`src/rtl/gf_inv_pkg.sv`:
```
package gf_inv_pkg;

  typedef enum logic [3:0] {
    ST_IDLE,
    ST_NEXT,
    ST_DSQ,
    ST_DGO,
    ST_DWAIT,
    ST_ISQ,
    ST_IGO,
    ST_IWAIT,
    ST_STEP,
    ST_FIN,
    ST_DONE
  } inv_state_t;

endpackage

```
`src/rtl/gf_sqr_comb.sv`:
```
module gf_sqr_comb #(
  parameter int M = 163,
  parameter logic [M-1:0] POLY = 'hC9
) (
  input  logic [M-1:0] a,
  output logic [M-1:0] y
);
  localparam int WW = 2 * M - 1;

  logic [WW-1:0] spread;
  logic [WW-1:0] work;

  for (genvar gi = 0; gi < M; gi++) begin : g_even
    assign spread[2*gi] = a[gi];
  end
  for (genvar gi = 0; gi < M - 1; gi++) begin : g_odd
    assign spread[2*gi+1] = 1'b0;
  end

  // fold each coefficient above x^(M-1) back using x^M = POLY
  always_comb begin
    work = spread;
    for (int i = WW - 1; i >= M; i--) begin
      if (work[i]) begin
        work[i - M +: M] = work[i - M +: M] ^ POLY;
      end
    end
    y = work[M-1:0];
  end

endmodule

```
`src/rtl/gf_mul_serial.sv`:
```
module gf_mul_serial #(
  parameter int M = 163,
  parameter logic [M-1:0] POLY = 'hC9
) (
  input  logic         clk,
  input  logic         rst_n,
  input  logic         go,
  input  logic [M-1:0] op_a,
  input  logic [M-1:0] op_b,
  output logic         busy,
  output logic         done,
  output logic [M-1:0] prod
);
  localparam int IW = $clog2(M);
  localparam int RW = $clog2(M + 1);

  logic [IW-1:0] idx;
  logic [M-1:0]  acc;
  logic [M-1:0]  shifted;
  logic [M-1:0]  next_acc;

  // MSB-first: acc*x mod f, then add op_a where op_b has a one
  always_comb begin
    shifted  = {acc[M-2:0], 1'b0} ^ (acc[M-1] ? POLY : '0);
    next_acc = shifted ^ (op_b[idx] ? op_a : '0);
  end

  always_ff @(posedge clk or negedge rst_n) begin
    if (!rst_n) begin
      acc  <= '0;
      idx  <= '0;
      busy <= 1'b0;
      done <= 1'b0;
    end else begin
      done <= 1'b0;
      if (go) begin
        acc  <= op_b[M-1] ? op_a : '0;
        idx  <= IW'(M - 2);
        busy <= 1'b1;
      end else if (busy) begin
        acc <= next_acc;
        if (idx == '0) begin
          busy <= 1'b0;
          done <= 1'b1;
        end else begin
          idx <= idx - 1'b1;
        end
      end
    end
  end

  assign prod = acc;

  // independent cycle counter used only by the checks below
  logic [RW-1:0] run_cnt;
  always_ff @(posedge clk or negedge rst_n) begin
    if (!rst_n) run_cnt <= '0;
    else if (go) run_cnt <= RW'(1);
    else if (busy) run_cnt <= run_cnt + 1'b1;
  end

  p_no_go_busy_r8: assert property (@(posedge clk) disable iff (!rst_n)
    go |-> !busy);
  p_done_pulse_r8: assert property (@(posedge clk) disable iff (!rst_n)
    done |=> !done);
  p_len_r8: assert property (@(posedge clk) disable iff (!rst_n)
    done |-> (run_cnt == RW'(M)));

endmodule

```
`src/rtl/gf_itoh_inverter.sv`:
```
module gf_itoh_inverter
  import gf_inv_pkg::*;
#(
  parameter int M = 163,
  parameter logic [M-1:0] POLY = 'hC9
) (
  input  logic         clk,
  input  logic         rst_n,
  input  logic         in_valid,
  output logic         in_ready,
  input  logic [M-1:0] in_data,
  output logic         out_valid,
  input  logic         out_ready,
  output logic [M-1:0] out_data
);
  localparam int CW = $clog2(M) + 1;
  localparam int TOPBIT = $clog2(M) - 1;
  localparam logic [CW-1:0] CHAIN_LEN = CW'(M - 1);

  inv_state_t    state;
  logic [M-1:0]  r_base;   // saved operand
  logic [M-1:0]  r_run;    // running chain value
  logic [M-1:0]  r_copy;   // copy squared during doubling
  logic [CW-1:0] ones;     // one bits in exponent of r_run
  logic [CW-1:0] sq_left;
  logic [CW-1:0] pos;

  logic [M-1:0] sq_in, sq_out;
  logic         mul_go, mul_busy, mul_done, inc_step;
  logic [M-1:0] mul_a, mul_b, mul_p;

  assign sq_in    = (state == ST_DSQ) ? r_copy : r_run;
  assign inc_step = (state == ST_IGO) || (state == ST_IWAIT);
  assign mul_go   = (state == ST_DGO) || (state == ST_IGO);
  assign mul_a    = inc_step ? r_run  : r_copy;
  assign mul_b    = inc_step ? r_base : r_run;

  gf_sqr_comb #(.M(M), .POLY(POLY)) u_sqr (
    .a (sq_in),
    .y (sq_out)
  );

  gf_mul_serial #(.M(M), .POLY(POLY)) u_mul (
    .clk   (clk),
    .rst_n (rst_n),
    .go    (mul_go),
    .op_a  (mul_a),
    .op_b  (mul_b),
    .busy  (mul_busy),
    .done  (mul_done),
    .prod  (mul_p)
  );

  always_ff @(posedge clk or negedge rst_n) begin
    if (!rst_n) begin
      state   <= ST_IDLE;
      r_base  <= '0;
      r_run   <= '0;
      r_copy  <= '0;
      ones    <= '0;
      sq_left <= '0;
      pos     <= '0;
    end else begin
      case (state)
        ST_IDLE: if (in_valid) begin
          if (in_data == '0) begin
            r_run <= '0;
            state <= ST_DONE;
          end else begin
            r_base <= in_data;
            r_run  <= in_data;
            ones   <= CW'(1);
            pos    <= CW'(TOPBIT - 1);
            state  <= ST_NEXT;
          end
        end
        ST_NEXT: begin
          r_copy  <= r_run;
          sq_left <= ones;
          state   <= ST_DSQ;
        end
        ST_DSQ: begin
          r_copy  <= sq_out;
          sq_left <= sq_left - 1'b1;
          if (sq_left == CW'(1)) state <= ST_DGO;
        end
        ST_DGO: state <= ST_DWAIT;
        ST_DWAIT: if (mul_done) begin
          r_run <= mul_p;
          ones  <= ones << 1;
          state <= CHAIN_LEN[pos] ? ST_ISQ : ST_STEP;
        end
        ST_ISQ: begin
          r_run <= sq_out;
          state <= ST_IGO;
        end
        ST_IGO: state <= ST_IWAIT;
        ST_IWAIT: if (mul_done) begin
          r_run <= mul_p;
          ones  <= ones + 1'b1;
          state <= ST_STEP;
        end
        ST_STEP: begin
          if (pos == '0) begin
            state <= ST_FIN;
          end else begin
            pos   <= pos - 1'b1;
            state <= ST_NEXT;
          end
        end
        ST_FIN: begin
          r_run <= sq_out;
          state <= ST_DONE;
        end
        ST_DONE: if (out_ready) state <= ST_IDLE;
        default: state <= ST_IDLE;
      endcase
    end
  end

  assign in_ready  = (state == ST_IDLE);
  assign out_valid = (state == ST_DONE);
  assign out_data  = r_run;

  p_accept_blocks_r1: assert property (@(posedge clk) disable iff (!rst_n)
    (in_valid && in_ready) |=> !in_ready);
  p_busy_no_ready_r2: assert property (@(posedge clk) disable iff (!rst_n)
    mul_busy |-> !in_ready);
  p_ones_bound_r3: assert property (@(posedge clk) disable iff (!rst_n)
    ones <= CHAIN_LEN);
  p_zero_r4: assert property (@(posedge clk) disable iff (!rst_n)
    (in_valid && in_ready && in_data == '0) |=> (out_valid && out_data == '0));
  p_hold_r5: assert property (@(posedge clk) disable iff (!rst_n)
    (out_valid && !out_ready) |=> (out_valid && $stable(out_data)));
  p_keep_r6: assert property (@(posedge clk) disable iff (!rst_n)
    (in_ready && !in_valid) |=> $stable(out_data));

endmodule

```
`config.mk`:
```
export PLATFORM = sky130hd
export DESIGN_NAME = gf_itoh_inverter
export DESIGN_NICKNAME = d
export VERILOG_FILES = /design/src/rtl/gf_inv_pkg.sv /design/src/rtl/gf_sqr_comb.sv /design/src/rtl/gf_mul_serial.sv /design/src/rtl/gf_itoh_inverter.sv
export SDC_FILE = /design/constraint.sdc
export NUM_CORES = 2
export LEC_CHECK = 0
export CAP_MARGIN = 10
export CORE_MARGIN = 2
export CORE_UTILIZATION = 45
export CTS_CLUSTER_DIAMETER = 40
export DETAILED_ROUTE_END_ITERATION = 8
export DONT_BUFFER_PORTS = 1
export HOLD_SLACK_MARGIN = 0.03
export PLACE_DENSITY = 0.61
export SLEW_MARGIN = 30
export SYNTH_ARGS = -nofsm -noshare
export SYNTH_HDL_FRONTEND = slang
export SYNTH_SLANG_ARGS = --single-unit
```
`constraint.sdc`:
```
create_clock -name clk -period 3.7 [get_ports clk]
set_input_delay 0.185 -clock clk [delete_from_list [all_inputs] [get_ports clk]]
set_output_delay 0.185 -clock clk [all_outputs]
set_load 0.005 [all_outputs]
```
==> impl_metrics.tcl <==
set metrics [dict create \
    antenna_found_initial 13 \
    grt_max_degree 694 \
    yosysMostFrequentCell "nor2_1" \
    clk-insertion-delay-late_ns 0.75 \
    track_usage_pct 38.3 \
    synth_compound_area_share_pct 21.0 \
    via_per_inst 6.58 \
    synthesis.area_um2 46100 \
    status "complete, but fails checks" \
    design_area_um2 57100 \
    placed_area_um2 49700 \
    ys.flop_type "dfrtp_1" \
    netlist_instances 5419 \
    finalHoldViolCount 0 \
    cts_max_level 4 \
    cp-startpoint "state[3]" \
    worst_slack_ns -0.0824 \
    setup_viol 28 \
    port_buffers 0 \
    path_class "flop to flop" \
    dp_hpwl_um 140000 \
    cellPowerDensity_nw_per_um2 1170 \
    async_flop_share_pct 100 \
    tns_ns -0.519 \
    r2r_start "state[3]" \
    cp_slowest_cell "mux4_2" \
    synth_enable_flop_cells 0 \
    cts_sinks 693 \
    cts_tree "yes" \
    utilization_pct 56.1 \
    areaGrowthSynthToFinish_pct 23.7 \
    tightest_slew_ns 1.08 \
    synthAdderAreaFrac_pct 0.163 \
    critPathLaunchType "flop" \
    wire_per_inst_um 29.1 \
    n_fill_cell 8989 \
    rrSetupSlack_ns -0.08 \
    synth_common_cells "nor2_1 (859), dfrtp_1 (693), o21ai_0 (527)" \
    fp.coreArea_um2 102000 \
    slew_headroom_pct 28.2 \
    ys_top_cells_by_area "dfrtp_1 (38%), nor2_1 (7.0%), mux2i_1 (6.4%)" \
    worst_r2r_endpoint "u_mul.prod[5]" \
    nets 5836 \
    synth_top_cell_area_share_pct 37.6 \
    grt_setup_unrepaired "true" \
    cpPeakStageDelay_ns 0.49 \
    cts_buffer_depth 3 \
    cts_root_buf "clkbuf_16" \
    gr-total-overflow 0 \
    avgSynthCellArea_um2 8.52 \
    layout_min_cycle_time_ns 3.78 \
    worstHoldPathType "input port to async pin" \
    synth_simple_gate_area_share_pct 15.6 \
    vdd_drop_max_uv 812 \
    drc 0 \
    cp-end-kind "flop" \
    fmax_ghz 0.264 \
    row_count 117 \
    synth_top_family_by_area "compound AO/OA/AOI/OAI gates" \
    fp.dieW_um 324 \
    ys_ff_latch 693 \
    dieArea_um2 105000 \
    globalplace.congestion 0.971 \
    grt_pass1_wl_um 299000 \
    drt-pass1-iter-count 9 \
    muxShareOfSynthArea_pct 12.9 \
    r2r_cells 16 \
    cts_buffers 133 \
    yosys_warnings 0 \
    path_clk_slew_ns 0.05 \
    fin_hold_ws_ns 0.0832 \
    die_y_um 324 \
    num_vias 47127 \
    required_ns 4.31 \
    drive_gt1_share_pct 15.4 \
    routed_wl_um 208000 \
    crit_arrival_ns 4.39 \
    min_period_over_period_pct 102 \
    synth.distinct_cells 70 \
    start_util_pct 45.4 \
    ant_nets 0 \
    synth_nets 5592 \
    violations "negative setup slack" \
    yosys.area.top_type "dfrtp_1" \
    ioPinCount 332 \
    yosysSeqAreaShare_pct 37.6 \
    grt_pass1_vias 43728 \
    final_max_slew_viol_count 0 \
    clock_skew_ns 0.0372 \
    synthXorXnorAreaFrac_pct 7.04 \
    maxCapViolCount 0 \
    crit_fanout 30 \
    leakage_nw 23.4 \
    path_cells "nand3b_1 > buf_6 > buf_12 > buf_12 > buf_4 > mux4_2 > a22oi_1 > a31oi_1 > buf_4 > o32ai_2 > buf_4 > or2_4 > buf_12 > buf_16 > o211ai_1 > a311oi_1" \
    drt_iter0_markers 6614 \
]
-- worst max-delay path: cells and delay by family (launching register included) --
family	cells	cell delay, ns
buffers and inverters	8	1.39
flip-flops	1	0.37
multiplexers	1	0.49
AND/OR/NAND/NOR	2	0.44
AO/OA/AOI/OAI	5	0.92
-- registers in the layout, indices dropped and copies added (netlist names), 4 cells and up --
name	count
r_base	163
state	4
r_copy	163
u_mul.prod	163
out_data	163
u_mul.idx	8
sq_left	9
pos	9
ones	9
-- through the flow --
step	setup WS [ns]	cells	power (W)
after floorplan	0.739	5419	0.0369
after global placement	-0.309	6672	0.0506
after detailed placement	-0.300	6672	0.0512
after CTS	0.00382	7107	0.0646
after global routing	-0.0706	7150	0.0698
final	-0.0824	7158	0.0669
-- metal layers --
metal / global-route usage (%) / vias to the layer above / wire, um
li1: - / 20089 / -
met1: 50.1 / 22987 / 79200
met2: 56.2 / 3328 / 87700
met3: 11.8 / 709 / 26800
met4: 21.2 / 14 / 14300
met5: 0 / - / 86
-- cell type report --
cell class / count / area, um^2 / area share, %
repair buffers: 600 / 6330 / 11.1
flip-flops and latches: 693 / 17400 / 30.4
well taps: 1368 / 1710 / 3.00
multi-input cells: 4063 / 26400 / 46.2
clock buffers: 186 / 3870 / 6.77
inverters: 172 / 646 / 1.13
clock inverters: 60 / 778 / 1.36
diodes: 16 / 40.0 / 0.0701
-- power breakdown --
part           internal (W)  switching, W  total (W)
Clock               0.00828       0.00440     0.0127
Combinational        0.0158        0.0235     0.0393
Sequential           0.0107       0.00417     0.0149
-- worst max path at each step --
stage | endpoint | cells after the start
after floorplan | u_mul.prod[100] | 12
after global placement | u_mul.prod[3] | 14
after detailed placement | u_mul.prod[33] | 14
after CTS | u_mul.prod[110] | 14
after global routing | u_mul.prod[59] | 16
final | u_mul.prod[5] | 16
-- layout by cell type, fill, tap and decap left out, types with 14 or more instances in the layout --
cell type	instances
xor2_1	55
o21ai_0	526
a311oi_1	160
diode_2	16
clkinv_2	19
a221oi_1	166
nor4_1	52
a22oi_1	14
nor3_1	20
clkbuf_16	153
o211ai_1	174
buf_4	308
clkbuf_1	27
a211oi_1	20
xnor2_1	316
mux4_2	51
or3_1	163
mux2i_1	294
clkbuf_8	19
dfrtp_1	690
mux2_2	164
and2_1	18
nor2_1	857
buf_12	66
inv_1	170
a21oi_1	216
nand4_1	21
a31oi_1	175
nand3_1	39
nand2_1	433
bufinv_16	14
dlygate4sd3_1	190
-- what timing repair did --
action,in CTS,in global routing
setup endpoints to repair,163,144
cloned,0,13
pin swaps,3,13
setup buffers,0,16
hold buffers,189,2
hold endpoints to repair,1029,249
gates resized for setup,7,38
-- cell families after synthesis --
group / after synthesis
and+or+nand+nor: 1668
AOI/OAI and AO/OA: 1508
DFF: 693
buffers and inverters: 663
muxes: 510
xor gates and xnor gates: 371
adders and majority gates: 6
Note: power is estimated with default switching activity, not from simulation.
